===== src/rtl/lockseq_pkg.sv =====
package lockseq_pkg;

  // Strobes from control to datapath
  typedef struct packed {
    logic issue;   // take queue head, start a bus cycle
    logic retire;  // oldest outstanding cycle has completed
  } ctlStrobes_t;

  // Per-outstanding-cycle tag kept by the datapath
  typedef struct packed {
    logic fourBeat;   // cycle expects the long beat count
    logic closesSeq;  // cycle is the last one of a locked sequence
  } slotTag_t;

endpackage


===== src/rtl/lockseq_ctrl.sv =====
module lockseq_ctrl
  import lockseq_pkg::*;
#(
  parameter int MAX_OUT    = 2,
  parameter int LONG_BEATS = 4
) (
  input  logic        clk,
  input  logic        rstN,
  input  logic        reqValid,
  input  logic        reqLocked,
  input  logic        reqSeqEnd,
  input  logic        earlyAddrN,
  input  logic        readyN,
  input  slotTag_t    headTag,
  output ctlStrobes_t strb,
  output logic        strobeN,
  output logic        busLockN
);

  localparam int CNT_W  = $clog2(MAX_OUT + 1);
  localparam int BEAT_W = (LONG_BEATS > 1) ? $clog2(LONG_BEATS) : 1;
  localparam logic [CNT_W-1:0]  FULL     = CNT_W'(MAX_OUT);
  localparam logic [BEAT_W-1:0] LAST_IDX = BEAT_W'(LONG_BEATS - 1);

  logic [CNT_W-1:0]  outCnt;
  logic [BEAT_W-1:0] beatCnt;
  logic              naPend;
  logic              lockOpen;
  logic              endIssued;
  logic              strobeQ;

  logic reqOk, issue, naAccept, readyOk, lastBeat, retire, closeNow;

  always_comb begin
    // issuable: lock rules decide which heads may start
    if (reqLocked) reqOk = reqValid && !(lockOpen && endIssued);
    else           reqOk = reqValid && !lockOpen;

    issue    = reqOk && (outCnt < FULL) && ((outCnt == '0) || naPend);
    naAccept = !earlyAddrN && reqOk && !naPend &&
               (outCnt != '0) && (outCnt < FULL);

    readyOk  = !readyN && (outCnt != '0) &&
               !(strobeQ && (outCnt == CNT_W'(1)));
    lastBeat = headTag.fourBeat ? (beatCnt == LAST_IDX) : 1'b1;
    retire   = readyOk && lastBeat;
    closeNow = retire && headTag.closesSeq;
  end

  always_ff @(posedge clk) begin
    if (!rstN) begin
      outCnt    <= '0;
      beatCnt   <= '0;
      naPend    <= 1'b0;
      lockOpen  <= 1'b0;
      endIssued <= 1'b0;
      strobeQ   <= 1'b0;
    end else begin
      outCnt  <= outCnt + CNT_W'(issue) - CNT_W'(retire);
      strobeQ <= issue;

      if (retire)       beatCnt <= '0;
      else if (readyOk) beatCnt <= beatCnt + BEAT_W'(1);

      if (issue)         naPend <= 1'b0;
      else if (naAccept) naPend <= 1'b1;
      else               naPend <= naPend && reqOk;

      lockOpen  <= (lockOpen | (issue && reqLocked)) & ~closeNow;
      endIssued <= (endIssued | (issue && reqLocked && reqSeqEnd)) & ~closeNow;
    end
  end

  assign strb.issue  = issue;
  assign strb.retire = retire;
  assign strobeN     = ~strobeQ;
  assign busLockN    = ~lockOpen;

  // outstanding count never exceeds the limit
  p_out_bound_r5: assert property (@(posedge clk) disable iff (!rstN)
    outCnt <= FULL);

  // an idle bus with an issuable head strobes at the next edge
  p_idle_issue_r3: assert property (@(posedge clk) disable iff (!rstN)
    (outCnt == '0 && reqOk) |=> strobeQ);

  // accepted early-address pulse yields a strobe two clocks later
  p_na_two_clk_r4: assert property (@(posedge clk) disable iff (!rstN)
    (!earlyAddrN && reqOk && outCnt == CNT_W'(1) && !naPend) ##1 reqOk
      |=> strobeQ);

  // lock opens together with a strobe
  p_lock_first_r7: assert property (@(posedge clk) disable iff (!rstN)
    $rose(lockOpen) |-> strobeQ);

  // lock only closes after a completing beat
  p_lock_drop_r8: assert property (@(posedge clk) disable iff (!rstN)
    $fell(lockOpen) |-> $past(retire));

  // no strobe in the first clock after lock release
  p_lock_gap_r9: assert property (@(posedge clk) disable iff (!rstN)
    $fell(lockOpen) |-> !strobeQ);

  // unlocked heads are held while a sequence is open
  p_unlocked_held_r11: assert property (@(posedge clk) disable iff (!rstN)
    (lockOpen && !reqLocked) |-> !issue);

endmodule


===== src/rtl/lockseq_dpath.sv =====
module lockseq_dpath
  import lockseq_pkg::*;
#(
  parameter int ADDR_W  = 32,
  parameter int MAX_OUT = 2
) (
  input  logic              clk,
  input  logic              rstN,
  input  ctlStrobes_t       strb,
  input  logic              reqIsMem,
  input  logic              reqLocked,
  input  logic              reqSeqEnd,
  input  logic              reqFourBeat,
  input  logic [ADDR_W-1:0] reqAddr,
  output slotTag_t          headTag,
  output logic              busIsMem,
  output logic [ADDR_W-1:0] busAddr
);

  localparam int PTR_W = (MAX_OUT > 1) ? $clog2(MAX_OUT) : 1;
  localparam logic [PTR_W-1:0] PTR_LAST = PTR_W'(MAX_OUT - 1);

  slotTag_t          tags [MAX_OUT];
  slotTag_t          newTag;
  logic [PTR_W-1:0]  wrPtr, rdPtr;

  assign newTag.fourBeat  = reqFourBeat;
  assign newTag.closesSeq = reqLocked & reqSeqEnd;

  // Bus-facing cycle definition registers
  always_ff @(posedge clk) begin
    if (!rstN) begin
      busIsMem <= 1'b0;
      busAddr  <= '0;
    end else if (strb.issue) begin
      busIsMem <= reqIsMem;
      busAddr  <= reqAddr;
    end
  end

  // Ring pointers for the outstanding-cycle tags
  always_ff @(posedge clk) begin
    if (!rstN) begin
      wrPtr <= '0;
      rdPtr <= '0;
    end else begin
      if (strb.issue)  wrPtr <= (wrPtr == PTR_LAST) ? '0 : wrPtr + PTR_W'(1);
      if (strb.retire) rdPtr <= (rdPtr == PTR_LAST) ? '0 : rdPtr + PTR_W'(1);
    end
  end

  for (genvar g = 0; g < MAX_OUT; g++) begin : g_slot
    always_ff @(posedge clk) begin
      if (!rstN)                                  tags[g] <= '0;
      else if (strb.issue && wrPtr == PTR_W'(g))  tags[g] <= newTag;
    end
  end

  assign headTag = tags[rdPtr];

endmodule


===== src/rtl/lockseq_issuer.sv =====
module lockseq_issuer
  import lockseq_pkg::*;
#(
  parameter int ADDR_W     = 32,
  parameter int MAX_OUT    = 2,
  parameter int LONG_BEATS = 4
) (
  input  logic              clk,
  input  logic              rstN,
  input  logic              reqValid,
  input  logic              reqIsMem,
  input  logic              reqLocked,
  input  logic              reqSeqEnd,
  input  logic              reqFourBeat,
  input  logic [ADDR_W-1:0] reqAddr,
  output logic              reqTaken,
  output logic              strobeN,
  output logic              busIsMem,
  output logic [ADDR_W-1:0] busAddr,
  output logic              busLockN,
  input  logic              earlyAddrN,
  input  logic              readyN
);

  ctlStrobes_t strb;
  slotTag_t    headTag;

  lockseq_ctrl #(
    .MAX_OUT    (MAX_OUT),
    .LONG_BEATS (LONG_BEATS)
  ) u_ctrl (
    .clk        (clk),
    .rstN       (rstN),
    .reqValid   (reqValid),
    .reqLocked  (reqLocked),
    .reqSeqEnd  (reqSeqEnd),
    .earlyAddrN (earlyAddrN),
    .readyN     (readyN),
    .headTag    (headTag),
    .strb       (strb),
    .strobeN    (strobeN),
    .busLockN   (busLockN)
  );

  lockseq_dpath #(
    .ADDR_W  (ADDR_W),
    .MAX_OUT (MAX_OUT)
  ) u_dpath (
    .clk         (clk),
    .rstN        (rstN),
    .strb        (strb),
    .reqIsMem    (reqIsMem),
    .reqLocked   (reqLocked),
    .reqSeqEnd   (reqSeqEnd),
    .reqFourBeat (reqFourBeat),
    .reqAddr     (reqAddr),
    .headTag     (headTag),
    .busIsMem    (busIsMem),
    .busAddr     (busAddr)
  );

  assign reqTaken = strb.issue;

endmodule


===== config.mk =====
export PLATFORM = sky130hd
export DESIGN_NAME = lockseq_issuer
export DESIGN_NICKNAME = d
export VERILOG_FILES = /design/src/rtl/lockseq_pkg.sv /design/src/rtl/lockseq_ctrl.sv /design/src/rtl/lockseq_dpath.sv /design/src/rtl/lockseq_issuer.sv
export SDC_FILE = /design/constraint.sdc
export NUM_CORES = 1
export LEC_CHECK = 0
export ABC_AREA = 1
export BUFFER_PORTS_ARGS = -buffer_cell sky130_fd_sc_hd__buf_2
export CELL_PAD_IN_SITES_DETAIL_PLACEMENT = 1
export CELL_PAD_IN_SITES_GLOBAL_PLACEMENT = 2
export CORE_ASPECT_RATIO = 0.75
export CORE_UTILIZATION = 23
export DETAILED_ROUTE_END_ITERATION = 10
export PLACE_DENSITY_LB_ADDON = 0.1
export SLEW_MARGIN = 5
export SYNTH_ARGS = -nofsm -noshare
export SYNTH_HDL_FRONTEND = slang
export SYNTH_SLANG_ARGS = --single-unit
export TNS_END_PERCENT = 5

===== constraint.sdc =====
create_clock -name clk -period 1.6 [get_ports clk]
set_clock_uncertainty 0.1 [all_clocks]
set_input_delay 0.08 -clock clk [delete_from_list [all_inputs] [get_ports clk]]
set_output_delay 0.08 -clock clk [all_outputs]
set_load 0.02 [all_outputs]

==> out/metrics.cfg, run 1 <==
[run_status]
outcome=complete, but fails checks
violations=negative setup slack

[layout]
seqCellArea_mm2=0.00100
stdcell_area_mm2=0.00301
final_common_cell=buf_2
multiInputGateArea_um2=800
final_nets=397
fin_util=0.379
drive_above_1_share=0.373
area_growth_pct=57.9
fillers=985
antenna-diode-count=0
mostFrequentLayoutCells=76 x buf_2, 70 x nand2_1, 42 x dfxtp_1
fin_cells=459

[placement]
place_congestion=0.706
place_area_mm2=0.00247
dp.cells=413
port_buffers=76
dpl.hpwl_mm=3.65
post-place-ws_ns=-0.218

[clock_tree]
clkLatencyLatePin_ns=0.29
clockBufferDepth=2
cts_sinks=48
ctsRootBufferMaster=clkbuf_8
h-tree-depth=2
cts_tree=done
clk_pin_slew_ns=0.10
cts_made_buffers=5

[die]
die_area_mm2=0.00867
core_region_area_mm2=0.00795
initial_utilization=0.240
die_h_um=80.9
ios=77
die_w_um=107
num_rows=28

[worst_setup_path]
cp.required_ns=1.70
cp-end-kind=register
cp_top_family=adder cells
arrival_ns=1.79
cp_cell_sequence=ha_2 -> nor2_1 -> nand2_1 -> nand2_2 -> inv_2 -> ha_4 -> inv_2 -> ha_4 -> xnor2_2 -> o21ai_1 -> a21oi_1
max_stage_delay_ns=0.33
path_max_fanout=2
path_class=register to register
crit_slowest_cell=dfxtp_2
crit_buf_inv=2
worst_setup_path_start_kind=register

[global_route]
grt_max_degree=26
grt_pass1_wl_mm=9.13
grt_pass1_vias=1959
grt_overflow=0
antenna_found_initial=0
grt.busiest_layer=met2
gr-usage-met1=0.174
grt.met3_usage=0.0337
met2_usage=0.224
grt.total_usage=0.133

[yosys]
synth_nets=272
avgSynthCellArea_um2=8.37
syn-cell-area_mm2=0.00191
ys_warn_count=0
ys_types=29
ys_ff_latch=48
synth-xor-area-share=0.00918
synth_fa_ha_area_frac=0.0197
synth-simple-area-share=0.313
synth_cells=228
ys_seq_area_frac=0.525
synth_mux_area_frac=0.00525
synth_compound_area_frac=0.0407
synth_top_family_by_area=simple AND/OR/NAND/NOR gates

[sta]
fmax_mhz=588
maxSlewViolCount=0
setup_viol=2
rsz0062_at_grt=yes
fin_crit_sh=1.06
worst_slew_pin_slew_ns=0.331
min_period_ns=1.70
fin_ws_ns=-0.0997
tns_ns=-0.140
whs_ns=0.0410
max_slew_margin=0.777
hold_viol_final=0

[flow_run]
cap_violations=0

[drt]
wire_per_inst_um=11.8
vias_per_cell=4.03
antenna_left=0
drtIter0Drc=40
firstDrtPassIters=4
wirelength_mm=5.40
drc=0
vias=1851

[pwr]
power_mw=4.15
peakVddDrop_v=0.000526
power.leakage_nw=1.54
p_per_area_mw_per_mm2=1380

[hold_path]
holdCritPathClass=primary input to register

synthesized netlist by cell type:
cell type | number | area, µm²
nand3_1 | 34 | 170
a31oi_1 | 1 | 6.26
a21oi_4 | 1 | 16.3
ha_1 | 3 | 37.5
nor3_1 | 2 | 10.0
nor4_1 | 2 | 12.5
inv_1 | 18 | 67.6
nand2_2 | 9 | 56.3
nand2_1 | 71 | 267
mux2i_1 | 1 | 10.0
edfxtp_1 | 4 | 120
nand2_4 | 1 | 11.3
inv_2 | 1 | 3.75
a21oi_1 | 2 | 10.0
nor2_8 | 1 | 20.0
buf_2 | 3 | 15.0
o21ai_0 | 4 | 20.0
a21oi_2 | 1 | 8.76
dfxtp_1 | 44 | 881
clkbuf_1 | 2 | 7.51
nor3b_1 | 1 | 7.51
nor2_1 | 10 | 37.5
o21ai_2 | 1 | 8.76
xnor2_1 | 2 | 17.5
buf_1 | 2 | 7.51
o21bai_1 | 1 | 7.51
buf_6 | 4 | 45.0
nand4_1 | 1 | 6.26
buf_12 | 1 | 20.0
kinds of logic (layout without fill, tap and decap cells):
logic type               Yosys count  in the layout
multiplexers                       1              1
buffers and inverters             31            157
flip-flops                        48             48
AND/OR/NAND/NOR                  132            132
XOR/XNOR                           2              2
adder cells (fa/ha/maj)            3              3
AO/OA/AOI/OAI                     11             11
metal layers:
metal  vias up  routed length (µm)
li1        976                   -
met1       830                2630
met2        43                2530
met3         2                 217
met4         0                  23
met5         -                   0
layout make-up:
type | count | share of cell area
clock buffer | 7 | 0.0324
inverter | 19 | 0.0237
clock inverter | 1 | 0.00166
multi-input combinational | 149 | 0.265
tap | 105 | 0.0436
sequential | 48 | 0.333
timing repair buffer | 130 | 0.300
worst register-to-register path: cells and delay by family, from the launching register on:
family                     cells  cell delay, ns
DFF                            1            0.33
buffers and inverters          2            0.08
adders and majority gates      3            0.57
and+or+nand+nor                3            0.23
xor gates and xnor gates       1            0.13
AOI/OAI and AO/OA              2            0.16
path summary, 6_finish.rpt:
check / start / endpoint / slack, ns / cells past startpoint
max: u_ctrl.beatCnt[1] / u_ctrl.outCnt[1] / -0.1 / 11
min: reqLocked / u_ctrl.lockOpen / 0.04 / 5
max reg2reg: u_ctrl.beatCnt[1] / u_ctrl.outCnt[1] / -0.1 / 11
min reg2reg: u_dpath.busAddr[7] / u_dpath.busAddr[7] / 0.37 / 2
power breakdown:
group          total (mW)  switching, mW  internal (mW)
clock               0.814          0.412          0.402
combinational        1.70          0.978          0.725
sequential           1.63          0.149           1.49
what timing repair did:
item	4_1_cts	5_1_grt
hold buffers	33	0
hold endpoints to repair	33	0
pin swaps	7	4
cloned	0	0
endpoints found under the setup margin	3	5
buffers inserted	4	1
resized for setup	12	7
flip-flops by register name, indices dropped and copies added, names as in the netlist, named ones only:
register and count:
u_dpath.busAddr 32, u_dpath.tags 4, u_ctrl.beatCnt 2, u_ctrl.outCnt 2, u_ctrl.endIssued 1, u_ctrl.lockOpen 1
u_ctrl.naPend 1, u_ctrl.strobeQ 1, u_dpath.busIsMem 1, u_dpath.rdPtr 1, u_dpath.wrPtr 1
Note: power is estimated with default switching activity, not from simulation.
==> run 2: changes to the inputs <==
- REMOVE_ABC_BUFFERS: unset -> 1
==> run 2 against run 1 <==
Combinational power about the same. Critical path depth unchanged. Hold slack worse by 0.015 ns. Routed wire length about the same. Register-to-register slack got worse by 0.07 ns. Global-route usage decreased by 0.25 points. Sequential power about the same. Sequential share of layout area increased by 0.29 points. Maximum frequency down 4.2%. The run still ends with negative setup slack left.
==> out/metrics.cfg, run 2 (synthesized netlist as in run 1, its figures left out) <==
[run_status]
violations=negative setup slack  ; unchanged
outcome=complete, but fails checks  ; unchanged

[die]
die_w_um=107  ; unchanged
num_rows=28  ; unchanged
core_region_area_mm2=0.00795  ; unchanged
ios=77  ; unchanged
die_h_um=80.9  ; unchanged
initial_utilization=0.240  ; unchanged
die_area_mm2=0.00867  ; unchanged

[clock_tree]
cts_tree=done  ; unchanged
h-tree-depth=2  ; unchanged
clk_pin_slew_ns=0.09  ; was 0.10 ns
clkLatencyLatePin_ns=0.29  ; about the same
clockBufferDepth=2  ; unchanged
cts_sinks=48  ; unchanged
ctsRootBufferMaster=clkbuf_8  ; unchanged
cts_made_buffers=5  ; unchanged

[drt]
firstDrtPassIters=4  ; unchanged
wire_per_inst_um=11.8  ; about the same
vias=1879  ; was 1851
antenna_left=0  ; unchanged
wirelength_mm=5.40  ; about the same
vias_per_cell=4.09  ; was 4.03
drtIter0Drc=41  ; was 40
drc=0  ; unchanged

[sta]
setup_viol=4  ; was 2
rsz0062_at_grt=yes  ; unchanged
fmax_mhz=564  ; was 588 MHz
maxSlewViolCount=0  ; unchanged
fin_ws_ns=-0.173  ; was -0.0997 ns
hold_viol_final=0  ; unchanged
fin_crit_sh=1.11  ; was 1.06
worst_slew_pin_slew_ns=0.336  ; was 0.331 ns
max_slew_margin=0.774  ; was 0.777
min_period_ns=1.77  ; was 1.70 ns

[worst_setup_path]
path_max_fanout=2  ; unchanged
reg2regPathDepth=11  ; unchanged
r2r_start=u_ctrl.strobeQ  ; was u_ctrl.beatCnt[1]
crit_end=u_ctrl.outCnt[1]  ; unchanged
regToRegSetupSlack_ns=-0.17  ; was -0.1 ns
cp-end-kind=register  ; unchanged
startpoint=u_ctrl.strobeQ  ; was u_ctrl.beatCnt[1]
path_class=register to register  ; unchanged
r2r-end=u_ctrl.outCnt[1]  ; unchanged
arrival_ns=1.90  ; was 1.79 ns
worst_setup_path_start_kind=register  ; unchanged
cp.required_ns=1.72  ; was 1.70 ns

[placement]
port_buffers=76  ; unchanged
dpl.hpwl_mm=3.65  ; about the same
dp.cells=411  ; was 413
place_congestion=0.700  ; was 0.706
place_area_mm2=0.00244  ; was 0.00247 mm²

[layout]
fin_cells=459  ; unchanged
largestRegisters=u_dpath.busAddr (32), u_dpath.tags (4)  ; unchanged
drive_above_1_share=0.364  ; was 0.373
largest_register_ffs=32  ; unchanged
final_nets=397  ; unchanged
antenna-diode-count=0  ; unchanged
final_common_cell=buf_2  ; unchanged
fin_util=0.376  ; was 0.379
area_growth_pct=56.7  ; was 57.9%
regMostFlops=u_dpath.busAddr  ; unchanged
mostFrequentLayoutCells=75 x buf_2, 71 x nand2_1, 41 x dfxtp_1  ; was 76 x buf_2, 70 x nand2_1, 42 x dfxtp_1
stdcell_area_mm2=0.00299  ; was 0.00301 mm²

[global_route]
grt_pass1_vias=1897  ; was 1959
grt_overflow=0  ; unchanged
antenna_found_initial=0  ; unchanged
grt.total_usage=0.131  ; was 0.133
grt_max_degree=21  ; was 26
grt_pass1_wl_mm=8.78  ; was 9.13 mm

[pwr]
switching_share=0.369  ; was 0.371
power.leakage_nw=1.53  ; was 1.54 nW
peakVddDrop_v=0.000415  ; was 0.000526 V
power_mw=4.07  ; was 4.15 mW
power.internal_mw=2.56  ; was 2.61 mW
p_seq_frac=0.401  ; was 0.394
comb_power_share=0.416  ; was 0.410
pwr-share-clk=0.182  ; was 0.196
power_switching_mw=1.50  ; was 1.54 mW
p_per_area_mw_per_mm2=1360  ; was 1380 mW/mm²

[hold_path]
holdCritPathClass=primary input to register  ; unchanged

[flow_run]
cap_violations=0  ; unchanged

run 2: cell types whose count changed in the layout (fill, tap and decap cells not counted), sizes merged:
cell	before	now
clkbuf	7	8
clkinv	1	0
run 2: worst max-delay path: stages (launching register included):
cell	delay (ns)
dfxtp_2	0.34
inv_2	0.03
o21bai_1	0.17
nor2_1	0.09
nand2_1	0.12
inv_2	0.07
ha_4	0.26
inv_2	0.03
ha_4	0.15
xnor2_2	0.14
o21ai_1	0.07
a21oi_1	0.13
run 2: area by class of cell:
cell class	instances	area [µm²]
Sequential cell	48	1000
Clock buffer	8	90.1
Multi-Input combinational cell	149	791
Tap cell	105	131
Inverter	19	71.3
Fill cell	987	4960
Timing Repair Buffer	130	902
run 2: worst min path at each step:
stage                           start             endpoint  slack, ns  cells after the start
after global routing             rstN     u_ctrl.outCnt[0]       0.05                      3
after CTS                        rstN     u_ctrl.outCnt[0]       0.02                      3
after floorplan                  rstN     u_ctrl.outCnt[0]       0.07                      2
after global placement     reqAddr[7]   u_dpath.busAddr[7]       0.17                      3
final                            rstN     u_ctrl.outCnt[0]       0.03                      3
after detailed placement  reqAddr[13]  u_dpath.busAddr[13]       0.17                      3
run 2: what timing repair did:
item | in CTS | in global routing
resized for setup | 17 | 4
hold buffers | 33 | 0
hold endpoints to repair | 33 | 0
cloned | 0 | 0
pin swaps | 6 | 6
setup endpoints to repair | 5 | 7
setup buffers | 6 | 1
run 2: metrics by stage:
step	worst slack [ns]	TNS, ns	hold slack, ns
final	-0.173	-0.385	0.0257
after global routing	-0.309	-0.999	0.0478
after CTS	-0.201	-0.346	0.0186
after detailed placement	-0.260	-0.340	0.173
after global placement	-0.212	-0.270	0.167
after floorplan	-0.157	-0.194	0.0735
run 2: power by group through the flow:
stage | sequential (mW) | clock, mW | combinational (mW)
CTS | 1.63 | 0.788 | 1.69
finish | 1.63 | 0.742 | 1.69
floorplan | 1.85 | 0 | 0.610
global placement | 1.64 | 0 | 1.45
global route | 1.66 | 0.837 | 1.87
detailed placement | 1.65 | 0 | 1.45
run 2: layer usage:
metal | global-route usage | wire, µm | up-vias
li1 | - | - | 972
met1 | 0.156 | 2460 | 855
met2 | 0.231 | 2550 | 50
met3 | 0.0393 | 368 | 2
met4 | 0.0342 | 23 | 0
met5 | 0 | 0 | -
==> run 3: changes to the inputs <==
- HOLD_SLACK_MARGIN: unset -> 0.12
- PLACE_DENSITY: unset -> 0.78
- PLACE_DENSITY_LB_ADDON: 0.1 -> unset
==> run 3 against run 2 <==
The run still ends with negative setup slack left. Register-to-register slack improved by 0.06 ns. Clock power fell by 6.7%. Utilization is 0.22 points lower. Sequential power barely moved. Global-route usage about the same. Via count barely moved. Maximum frequency rose by 3.7%. Power fell by 2.6%. Routed wire length down 1.4%. Non-clock buffer count shrank 2. Combinational power fell by 3%. Hold slack gained 0.080 ns. Critical path type unchanged.
==> out/metrics.cfg, run 3 (synthesized netlist as in run 1, its figures left out) <==
[layout]
largest_register_ffs=32  ; unchanged
drive_above_1_share=0.342  ; was 0.364
final_nets=395  ; was 397
area_growth_pct=55.8  ; was 56.7%
final_common_cell=buf_2  ; unchanged
fin_cells=456  ; was 459
regMostFlops=u_dpath.busAddr  ; unchanged
multiInputGateArea_um2=786  ; was 791 µm²
stdcell_area_mm2=0.00297  ; was 0.00299 mm²
fin_util=0.374  ; was 0.376
antenna-diode-count=0  ; unchanged
fillers=956  ; was 987
largestRegisters=u_dpath.busAddr (32), u_dpath.tags (4)  ; unchanged
mostFrequentLayoutCells=76 x buf_2, 70 x nand2_1, 41 x dfxtp_1  ; was 75 x buf_2, 71 x nand2_1, 41 x dfxtp_1
seqCellArea_mm2=0.00100  ; unchanged

[placement]
dp.cells=410  ; was 411
dpl.hpwl_mm=3.68  ; was 3.65 mm
port_buffers=76  ; unchanged
place_congestion=0.692  ; was 0.700
post-place-ws_ns=-0.249  ; was -0.260 ns
place_area_mm2=0.00246  ; was 0.00244 mm²

[sta]
rsz0062_at_grt=yes  ; unchanged
whs_ns=0.106  ; was 0.0257 ns
fmax_mhz=585  ; was 564 MHz
setup_viol=2  ; was 4
max_slew_margin=0.765  ; was 0.774
fin_ws_ns=-0.110  ; was -0.173 ns
fin_crit_sh=1.07  ; was 1.11
hold_viol_final=0  ; unchanged
min_period_ns=1.71  ; was 1.77 ns
maxSlewViolCount=0  ; unchanged
tns_ns=-0.121  ; was -0.385 ns
worst_slew_pin_slew_ns=0.352  ; was 0.336 ns

[worst_setup_path]
regToRegSetupSlack_ns=-0.11  ; was -0.17 ns
r2r-end=u_ctrl.outCnt[1]  ; unchanged
arrival_ns=1.80  ; was 1.90 ns
crit_end=u_ctrl.outCnt[1]  ; unchanged
startpoint=u_ctrl.beatCnt[1]  ; was u_ctrl.strobeQ
path_max_fanout=2  ; unchanged
cp-end-kind=register  ; unchanged
cp.required_ns=1.69  ; was 1.72 ns
reg2regPathDepth=11  ; unchanged
path_class=register to register  ; unchanged
r2r_start=u_ctrl.beatCnt[1]  ; was u_ctrl.strobeQ
worst_setup_path_start_kind=register  ; unchanged

[drt]
firstDrtPassIters=4  ; unchanged
drc=0  ; unchanged
wire_per_inst_um=11.7  ; was 11.8 µm
wirelength_mm=5.32  ; was 5.40 mm
antenna_left=0  ; unchanged
top_layer_used=met4  ; unchanged
met2RoutedLength_mm=2.58  ; was 2.55 mm
vias_per_cell=4.12  ; was 4.09
wl_met3_um=222  ; was 368 µm
wl_met1_mm=2.46  ; about the same
vias=1878  ; was 1879
drtIter0Drc=49  ; was 41

[die]
initial_utilization=0.240  ; unchanged
die_area_mm2=0.00867  ; unchanged
die_w_um=107  ; unchanged
num_rows=28  ; unchanged
core_region_area_mm2=0.00795  ; unchanged
die_h_um=80.9  ; unchanged
ios=77  ; unchanged

[pwr]
power.leakage_nw=1.51  ; was 1.53 nW
power_mw=3.96  ; was 4.07 mW
peakVddDrop_v=0.000389  ; was 0.000415 V
comb_power_share=0.413  ; was 0.416
p_seq_frac=0.412  ; was 0.401
pwr-share-clk=0.175  ; was 0.182
power_switching_mw=1.49  ; was 1.50 mW
switching_share=0.376  ; was 0.369
p_per_area_mw_per_mm2=1330  ; was 1360 mW/mm²
power.internal_mw=2.47  ; was 2.56 mW

[clock_tree]
ctsRootBufferMaster=clkbuf_8  ; unchanged
clockBufferDepth=2  ; unchanged
h-tree-depth=2  ; unchanged
cts_tree=done  ; unchanged
cts_sinks=48  ; unchanged
clkLatencyLatePin_ns=0.29  ; about the same
clk_pin_slew_ns=0.08  ; was 0.09 ns
cts_made_buffers=5  ; unchanged

[global_route]
grt.total_usage=0.131  ; about the same
grt_max_degree=34  ; was 21
grt_pass1_vias=1956  ; was 1897
grt_overflow=0  ; unchanged
antenna_found_initial=0  ; unchanged
grt_pass1_wl_mm=8.87  ; was 8.78 mm

[run_status]
violations=negative setup slack  ; unchanged
outcome=complete, but fails checks  ; unchanged

[hold_path]
holdCritPathClass=primary input to register  ; unchanged

[flow_run]
cap_violations=0  ; unchanged

==> run 3: cell type report <==
| cell class | instances | area share |
|---|---|---|
| multi-input combinational | 149 | 0.264 |
| clock buffer | 7 | 0.0257 |
| sequential | 48 | 0.338 |
| tap | 105 | 0.0442 |
| inverter | 19 | 0.0240 |
| timing repair buffer | 128 | 0.304 |
==> run 3: worst max-delay path: stages, from the launching register on <==
cell and delay, ns:
dfxtp_2 0.33, ha_2 0.17, nor2_1 0.08, nand2_1 0.07
nand2_2 0.08, inv_2 0.05, ha_4 0.25, inv_2 0.04
ha_4 0.15, xnor2_2 0.13, o21ai_1 0.12, a21oi_1 0.05
==> run 3: worst min-delay path by stage <==
| stage | start | end | slack, ns | cells after the start |
|---|---|---|---|---|
| floorplan | rstN | u_ctrl.outCnt[0] | 0.07 | 2 |
| finish | readyN | u_ctrl.beatCnt[1] | 0.11 | 4 |
| CTS | rstN | u_ctrl.outCnt[0] | 0.0002 | 3 |
| detailed placement | reqAddr[25] | u_dpath.busAddr[25] | 0.17 | 3 |
| global placement | reqAddr[22] | u_dpath.busAddr[22] | 0.17 | 3 |
| global route | readyN | u_ctrl.beatCnt[1] | 0.13 | 4 |
==> run 3: power by group through the flow <==
stage	Clock [mW]	Sequential [mW]	Combinational (mW)
4_1_cts	0.739	1.63	1.67
6_report	0.692	1.63	1.64
2_1_floorplan	0	1.85	0.610
3_5_place_dp	0	1.65	1.49
5_1_grt	0.795	1.67	1.81
3_3_place_gp	0	1.64	1.47
==> run 3: metal layers <==
metal,GRT usage,vias up
met2,0.237,42
met1,0.154,864
met3,0.0313,5
li1,-,967
met4,0.0411,0
met5,0,-
==> run 3: repair_timing <==
action                                  4_1_cts  5_1_grt
hold endpoints to repair                     46        8
endpoints found under the setup margin        5        5
hold buffers                                 37        1
buffers inserted                              1        0
pin swaps                                     5        5
resized for setup                            12        2
